==> config.mk <==
export PLATFORM = sky130hd
export DESIGN_NAME = od_gpio_port
export DESIGN_NICKNAME = d
export VERILOG_FILES = /design/src/rtl/gpod_pkg.sv /design/src/rtl/gpod_sync.sv /design/src/rtl/gpod_pin.sv /design/src/rtl/gpod_port.sv /design/src/rtl/od_gpio_port.sv
export SDC_FILE = /design/constraint.sdc
export NUM_CORES = 1
export LEC_CHECK = 0
export ABC_AREA = 1
export ABC_CLOCK_PERIOD_IN_PS = 900
export BUFFER_PORTS_ARGS = -buffer_cell sky130_fd_sc_hd__buf_2
export CORE_MARGIN = 3
export CORE_UTILIZATION = 40
export CTS_CLUSTER_DIAMETER = 150
export DETAILED_ROUTE_END_ITERATION = 12
export PLACE_DENSITY = 0.76
export SYNTH_ARGS = -nofsm -noshare
export SYNTH_HDL_FRONTEND = slang
export SYNTH_SLANG_ARGS = --single-unit
==> constraint.sdc <==
create_clock -name clk -period 0.9 [get_ports clk]
set_input_delay 0 -clock clk [delete_from_list [all_inputs] [get_ports clk]]
set_output_delay 0 -clock clk [all_outputs]
set_load 0.02 [all_outputs]
==> src/rtl/gpod_pkg.sv <==
package gpod_pkg;
  // Bit positions inside one pin lane of a port register
  localparam int FLD_DIR_WE = 0;
  localparam int FLD_DIR    = 1;
  localparam int FLD_LVL_WE = 2;
  localparam int FLD_LVL    = 3;
  localparam int FLD_SMP    = 4;
  // Lane offsets: clock pin and data pin
  localparam int LANE_STRIDE = 8;
  localparam int NUM_LANES   = 2;

  typedef struct packed {
    logic drive;
    logic level;
    logic smp;
  } pin_state_t;
endpackage

==> src/rtl/gpod_sync.sv <==
module gpod_sync #(
  parameter int STAGES = 2
) (
  input  logic clk,
  input  logic rst_n,
  input  logic d,
  output logic q
);
  logic [STAGES-1:0] chain_q;
  logic [STAGES-1:0] chain_d;

  always_comb begin
    chain_d = {chain_q[STAGES-2:0], d};
  end

  always_ff @(posedge clk or negedge rst_n) begin
    if (!rst_n) chain_q <= '1;
    else        chain_q <= chain_d;
  end

  assign q = chain_q[STAGES-1];
endmodule

==> src/rtl/gpod_pin.sv <==
module gpod_pin
  import gpod_pkg::*;
#(
  parameter int LANE   = 0,
  parameter int DATA_W = 32
) (
  input  logic              clk,
  input  logic              rst_n,
  input  logic              wr_en,
  input  logic [DATA_W-1:0] wdata,
  input  logic              pad_sync,
  output pin_state_t        state,
  output logic              pull_low
);
  pin_state_t cur_q, nxt;

  always_comb begin
    nxt = cur_q;
    if (wdata[LANE+FLD_DIR_WE]) nxt.drive = wdata[LANE+FLD_DIR];
    if (wdata[LANE+FLD_LVL_WE]) nxt.level = wdata[LANE+FLD_LVL];
    // capture decided by the direction held before this write
    if (!cur_q.drive)           nxt.smp   = pad_sync;
  end

  always_ff @(posedge clk or negedge rst_n) begin
    if (!rst_n) begin
      cur_q.drive <= 1'b0;
      cur_q.level <= 1'b1;
      cur_q.smp   <= 1'b0;
    end else if (wr_en) begin
      cur_q <= nxt;
    end
  end

  assign state    = cur_q;
  assign pull_low = cur_q.drive & ~cur_q.level;
endmodule

==> src/rtl/gpod_port.sv <==
module gpod_port
  import gpod_pkg::*;
#(
  parameter int DATA_W      = 32,
  parameter int SYNC_STAGES = 2
) (
  input  logic                 clk,
  input  logic                 rst_n,
  input  logic                 wr_en,
  input  logic [DATA_W-1:0]    wdata,
  input  logic [NUM_LANES-1:0] pad_in,
  output logic [NUM_LANES-1:0] pull_low,
  output logic [DATA_W-1:0]    rd_word
);
  pin_state_t           st [NUM_LANES];
  logic [NUM_LANES-1:0] pad_sync;

  for (genvar l = 0; l < NUM_LANES; l++) begin : g_lane
    gpod_sync #(.STAGES(SYNC_STAGES)) u_sync (
      .clk   (clk),
      .rst_n (rst_n),
      .d     (pad_in[l]),
      .q     (pad_sync[l])
    );
    gpod_pin #(.LANE(l*LANE_STRIDE), .DATA_W(DATA_W)) u_pin (
      .clk      (clk),
      .rst_n    (rst_n),
      .wr_en    (wr_en),
      .wdata    (wdata),
      .pad_sync (pad_sync[l]),
      .state    (st[l]),
      .pull_low (pull_low[l])
    );
  end

  always_comb begin
    rd_word = '0;
    for (int l = 0; l < NUM_LANES; l++) begin
      rd_word[l*LANE_STRIDE+FLD_DIR] = st[l].drive;
      rd_word[l*LANE_STRIDE+FLD_LVL] = st[l].level;
      rd_word[l*LANE_STRIDE+FLD_SMP] = st[l].smp;
    end
  end
endmodule

==> src/rtl/od_gpio_port.sv <==
module od_gpio_port
  import gpod_pkg::*;
#(
  parameter int NUM_PORTS   = 2,
  parameter int ADDR_W      = 12,
  parameter int DATA_W      = 32,
  parameter int PORT_BASE   = 'h10,
  parameter int PORT_STRIDE = 4,
  parameter int SYNC_STAGES = 2
) (
  input  logic                 clk,
  input  logic                 rst_n,
  input  logic                 req_valid,
  output logic                 req_ready,
  input  logic                 req_write,
  input  logic [ADDR_W-1:0]    req_addr,
  input  logic [DATA_W-1:0]    req_wdata,
  output logic                 rsp_valid,
  output logic [DATA_W-1:0]    rsp_rdata,
  input  logic [NUM_PORTS-1:0] pad_scl_in,
  input  logic [NUM_PORTS-1:0] pad_sda_in,
  output logic [NUM_PORTS-1:0] pad_scl_pull,
  output logic [NUM_PORTS-1:0] pad_sda_pull
);
  // reset: asserted asynchronously, released on the clock
  logic [1:0] rst_q;
  logic       rst_int_n;

  always_ff @(posedge clk or negedge rst_n) begin
    if (!rst_n) rst_q <= 2'b00;
    else        rst_q <= {rst_q[0], 1'b1};
  end
  assign rst_int_n = rst_q[1];
  assign req_ready = rst_int_n;

  logic                 accept;
  logic [NUM_PORTS-1:0] hit;
  logic [DATA_W-1:0]    port_word [NUM_PORTS];
  logic [DATA_W-1:0]    rd_mux;
  logic                 rsp_valid_q, rsp_valid_d;
  logic [DATA_W-1:0]    rsp_rdata_q, rsp_rdata_d;

  assign accept = req_valid & req_ready;

  for (genvar p = 0; p < NUM_PORTS; p++) begin : g_port
    localparam logic [ADDR_W-1:0] P_ADDR = ADDR_W'(PORT_BASE + p*PORT_STRIDE);
    logic [NUM_LANES-1:0] pads;
    logic [NUM_LANES-1:0] pulls;

    assign hit[p] = (req_addr == P_ADDR);
    assign pads   = {pad_sda_in[p], pad_scl_in[p]};

    gpod_port #(.DATA_W(DATA_W), .SYNC_STAGES(SYNC_STAGES)) u_port (
      .clk      (clk),
      .rst_n    (rst_int_n),
      .wr_en    (accept & req_write & hit[p]),
      .wdata    (req_wdata),
      .pad_in   (pads),
      .pull_low (pulls),
      .rd_word  (port_word[p])
    );

    assign pad_scl_pull[p] = pulls[0];
    assign pad_sda_pull[p] = pulls[1];
  end

  always_comb begin
    rd_mux = '0;
    for (int p = 0; p < NUM_PORTS; p++) begin
      if (hit[p]) rd_mux = rd_mux | port_word[p];
    end
  end

  always_comb begin
    rsp_valid_d = accept & ~req_write;
    rsp_rdata_d = rsp_rdata_q;
    if (rsp_valid_d) rsp_rdata_d = rd_mux;
  end

  always_ff @(posedge clk or negedge rst_int_n) begin
    if (!rst_int_n) begin
      rsp_valid_q <= 1'b0;
      rsp_rdata_q <= '0;
    end else begin
      rsp_valid_q <= rsp_valid_d;
      rsp_rdata_q <= rsp_rdata_d;
    end
  end

  assign rsp_valid = rsp_valid_q;
  assign rsp_rdata = rsp_rdata_q;
endmodule

## Word level (Yosys, flattened, before mapping)

Index checks and enable logic that the tools add are counted.

| word-level totals | value |
|---|---|
| logic and storage cells | 54 |
| input port bits | 52 |
| bits in latches | 0 |
| bits in writable memories | 0 |
| ROM bits | 0 |
| memories | 0 |
| register bits after elaboration | 55 |
| output and inout port bits | 38 |

| operators by class | value |
|---|---|
| bitwise gates (word level) | 19 |
| shift-type cells | 0 |
| reductions and logical operators | 12 |
| order comparisons | 0 |
| equality and inequality tests | 2 |
| $mul | 0 |
| add/sub/neg operators | 0 |
| divide/modulo/power cells | 0 |
| multiplexer cells | 2 |

Operators by type and width:

| cell | number |
|---|---|
| $mux 13 | 2 |
| $eq 12x5->1 const B | 2 |
| $reduce_and 2->1 | 12 |
| $or 13x13->13 | 1 |
| $and 1x1->1 | 9 |
| $not 1->1 | 9 |

## Longest topological paths before layout

| logic depth | value |
|---|---|
| word-level depth | 4 |
| mapped depth | 9 |
| gate-level depth less buffers | 8 |

## Modules after synthesis

Synthesis repeated with hierarchy kept, for this count alone.

| second synthesis, totals | value |
|---|---|
| cells, all modules | 399 |
| area, all modules | 3294.4 µm² |

By module, submodules not included:

| module | area each (µm²) | instances | seq. area each (µm²) | cells an instance |
|---|---|---|---|---|
| od_gpio_port | 2155.8 | 1 | 875.8 | 269 |
| gpod_pin | 132.6 | 4 | 76.3 | 17 |
| gpod_port | 198.9 | 2 | 0.0 | 27 |
| gpod_sync | 52.6 | 4 | 52.6 | 2 |

## Worst setup path before layout

No wires, ideal clock.

| timing | value |
|---|---|
| path type | reg2reg |
| start | register rst_q[1] |
| end | register g_port[0].u_port.g_lane[0].u_pin.cur_q (netlist bit g_port[0].u_port.g_lane[0].u_pin.state[2]) |
| data required time | 783 ps |
| path buffers | 1 |
| data arrival time | 1733 ps |
| stages on the path, launching flop included | 7 |
| path slack | -951 ps |
| setup time | 117 ps |
| period minus slack after synthesis | 1851 ps |
| path through | dfrtp_1 nand3_4 inv_2 buf_2 nand4_1 nand2_1 nand2_1 |

| on the way | value |
|---|---|
| word-level cells in the longest chain between the ends | 4 |

Ends and longest elaborated chain:

| item | line | source |
|---|---|---|
| from (decl) | od_gpio_port.sv:26 | `logic [1:0] rst_q;` |
| from (signal assigned) | od_gpio_port.sv:31 | `else rst_q <= {rst_q[0], 1'b1};` |
| $and 1x1->1 | od_gpio_port.sv:43 | `assign accept = req_valid & req_ready;` |
| $and 1x1->1 (2 in a row) | od_gpio_port.sv:56 | `.wr_en (accept & req_write & hit[p]),` |
| $reduce_and 2->1 (no source line) | -- |  |
| to (signal assigned) | gpod_pin.sv:31 | `cur_q <= nxt;` |
| to (decl) | gpod_pin.sv:15 | `pin_state_t cur_q, nxt;` |

No other way between the ends.
A chain may end at the register's enable or synchronous reset.

## Final worst setup path

| timing | value |
|---|---|
| start | register rst_q[1] |
| end | register g_port[1].u_port.g_lane[0].u_pin.cur_q (netlist bit g_port[1].u_port.g_lane[0].u_pin.state[0]) |

| on the way | value |
|---|---|
| word-level cells in the longest chain between the ends | 4 |

Ends and longest elaborated chain:

| item | line |
|---|---|
| $and 1x1->1 | od_gpio_port.sv:43 |
| $and 1x1->1 (2 in a row) | od_gpio_port.sv:56 |
| $reduce_and 2->1 (no source line) | -- |
| to (signal assigned) | gpod_pin.sv:31 |
| to (decl) | gpod_pin.sv:15 |

No other way between the ends.

==> results.yml <==
sta:
  hold_viol: 1
  layout_setup_ws_ns: -0.253
  fin_crit_sh_pct: 128
  finClkSkew_ns: 0.00586
  holdWs_ns: -0.0330
  slew_violations: 0
  setup_viol: 23
  grt_setup_unrepaired: "yes"
  max_freq_mhz: 867
  period_needed_ns: 1.15
pwr:
  clkPwrFrac_pct: 37.7
  p_comb_share_pct: 17.5
  p_total_mw: 3.17
  internal_power_mw: 2.30
  p_per_area_nw_per_um2: 1390
  cellLeakagePower_nw: 1.17
  p_seq_share_pct: 44.8
  irDropWorstVdd_mv: 1.23
  p_sw_share_pct: 27.6
  netSwitchingPower_mw: 0.874
synthesis:
  yosysTopAreaCell: "dfrtp_1"
  netlist_top_cells_area: "dfrtp_1, dfstp_2, buf_4"
  yosysSeqAreaShare_pct: 45.8
  ys_warn_count: 0
  synth.distinct_cells: 18
  synthFlopType: "dfrtp_1"
  synth_cells: 183
  async_reset_ff_share_pct: 100
  synth_area_per_cell_um2: 8.84
  synth.top_cell.area_share_pct: 26.3
  syn_area_um2: 1620
  synth-edff-count: 0
  synth_commonest_cells: "buf_4, nand2_1, nand3_1"
  synth-seq-cells: 29
global_routing:
  grt_pass1_vias: 1377
  antenna_found_initial: 0
  grt.total_usage_pct: 16.6
  grt_pass1_wl_mm: 6.12
  grt_max_degree: 15
  overflow: 0
floorplanning:
  die_width_um: 69.6
  initial_core_util_pct: 42.9
  dieArea_um2: 4840
  io_pins: 90
  row_count: 22
  dieHeight_um: 69.6
  core_um2: 3770
worst_setup_path:
  cp_max_fo: 6
  cp-start-kind: "register"
  worstPathRequired_ns: 1.13
  path_class: "reg2reg"
  cp.arrival_ns: 1.38
  setup.worst_path.end_class: "register"
clock_network:
  cts.sinks: 29
  clk_latency_ns: 0.29
  cts.htree.levels: 2
  cts_buffer_depth: 2
  cts_tree: "done"
  cts_buffers: 5
  hold_buffers: 13
  clkSlewWorstSetupHoldPaths_ns: 0.06
  cts_root_buffer: "clkbuf_8"
detailed_routing:
  vias_per_cell: 4.57
  post_drt_wl_per_cell_um: 12.2
  wl_mm: 3.73
  ant_nets: 0
  drt_iter0_markers: 111
  num_vias: 1395
  drc_errors: 0
  drt_pass1_iterations: 4
placement:
  place_ws_ns: -0.269
  placed_cell_area_um2: 1820
  port_buffers: 39
  hpwl_mm: 2.44
  gp_congestion: 0.838
  dp_cells: 274
job:
  drv_cap: 0
layout:
  drive_gt1_share_pct: 45.9
  final_area_um2: 2290
  fin_nets: 308
  area_growth_pct: 41.5
  stdcell_count: 305
  insertedDiodeCount: 0
min_path:
  hold_path_class: "in2reg"
status:
  violations: "negative hold slack, negative setup slack"
  outcome: "finished with violations"
[kinds of logic (layout without fill, tap and decap cells)]
group / Yosys count / after routing / synth area share [%]
flops: 29 / 29 / 45.8
simple gates: 101 / 101 / 34.3
other cells: 2 / 27 / 0.464
buf+inv: 51 / 100 / 19.4
[cell type report]
cell class                      instances  area [um2]
Timing Repair inverter                  1        6.26
Fill cell                             324        1480
Sequential cell                        29         744
Tap cell                               48        60.1
Clock inverter                          1        5.00
Clock buffer                            7        96.3
Inverter                               17        68.8
Multi-Input combinational cell        128         729
Timing Repair Buffer                   74         578
[cell usage in the layout, fill, tap and decap left out]
cell,instances
nor2_1,2
or2_1,3
nor2_4,8
inv_6,1
buf_6,8
nand3_2,11
inv_2,3
nand2_1,32
nand4_1,12
buf_12,1
dfrtp_1,16
dlygate4sd3_1,13
nand2_4,3
nor2_2,5
buf_2,34
nand3_4,1
clkbuf_8,7
inv_4,1
clkinv_2,1
buf_8,1
conb_1,27
nand3_1,21
dfrtp_4,1
dfstp_2,12
or2_2,3
inv_1,13
bufbuf_16,1
buf_4,16
[state kept, by name, indices dropped and copies added, names as in the netlist]
signal	flops
g_port.u_port.g_lane.u_pin.state	12
g_port.u_port.g_lane.u_sync.chain_q	8
rsp_rdata	6
rsp_valid	1
rst_q	2
[critical path, stage by stage (launching register included)]
cell	delay, ns
dfrtp_4	0.40
buf_6	0.12
nand3_4	0.14
nor2_4	0.28
nand3_2	0.09
nand2_1	0.07
[per-stage QoR]
| step | util, % | setup TNS, ns |
|---|---|---|
| after global routing | 60.7 | -6.22 |
| final | 60.7 | -4.47 |
| after global placement | 48.2 | -3.90 |
| after CTS | 59.9 | -4.20 |
| after floorplan | - | -7.35 |
| after detailed placement | 48.2 | -4.17 |
[power groups by stage]
stage / clock network (mW) / logic, mW / registers, mW
finish: 1.19 / 0.556 / 1.42
global route: 1.30 / 0.610 / 1.43
CTS: 1.23 / 0.553 / 1.42
detailed placement: 0 / 0.457 / 1.44
global placement: 0 / 0.449 / 1.44
floorplan: 0 / 0.303 / 1.51
[final timing paths]
check / cells after the start / slack (ns) / startpoint / endpoint
max in group asynchronous: 3 / 0.13 / rst_q[1]$_DFF_PN0_ / g_port[0].u_port.g_lane[0].u_sync.chain_q[0]$_DFF_PN1_
min in group asynchronous: 2 / 0.02 / rst_n / rst_q[1]$_DFF_PN0_
max: 5 / -0.25 / rst_q[1]$_DFF_PN0_ / g_port[1].u_port.g_lane[0].u_pin.state[0]$_DFFE_PN0P_
min: 2 / -0.03 / req_write / rsp_valid$_DFF_PN0_
max reg2reg: 5 / -0.25 / rst_q[1]$_DFF_PN0_ / g_port[1].u_port.g_lane[0].u_pin.state[0]$_DFFE_PN0P_
min reg2reg: 0 / 0.35 / rst_q[0]$_DFF_PN0_ / rst_q[1]$_DFF_PN0_
[per-layer routing]
layer	wire, um	vias to the layer above	GRT usage (%)	part of all wire [%]
met5	0	-	0	0
met4	99	0	7.38	2.7
met3	271	9	6.38	7.3
met2	1820	59	27.1	49
met1	1540	653	19.2	41
li1	-	674	-	-
[repair_timing]
action | 4_1_cts | 5_1_grt
pin swaps | 18 | 6
hold endpoints to repair | 15 | 1
setup buffers | 9 | 0
setup endpoints to repair | 23 | 23
cloned | 2 | 0
resized for setup | 32 | 7
Note: power is estimated with default switching activity, not from simulation.
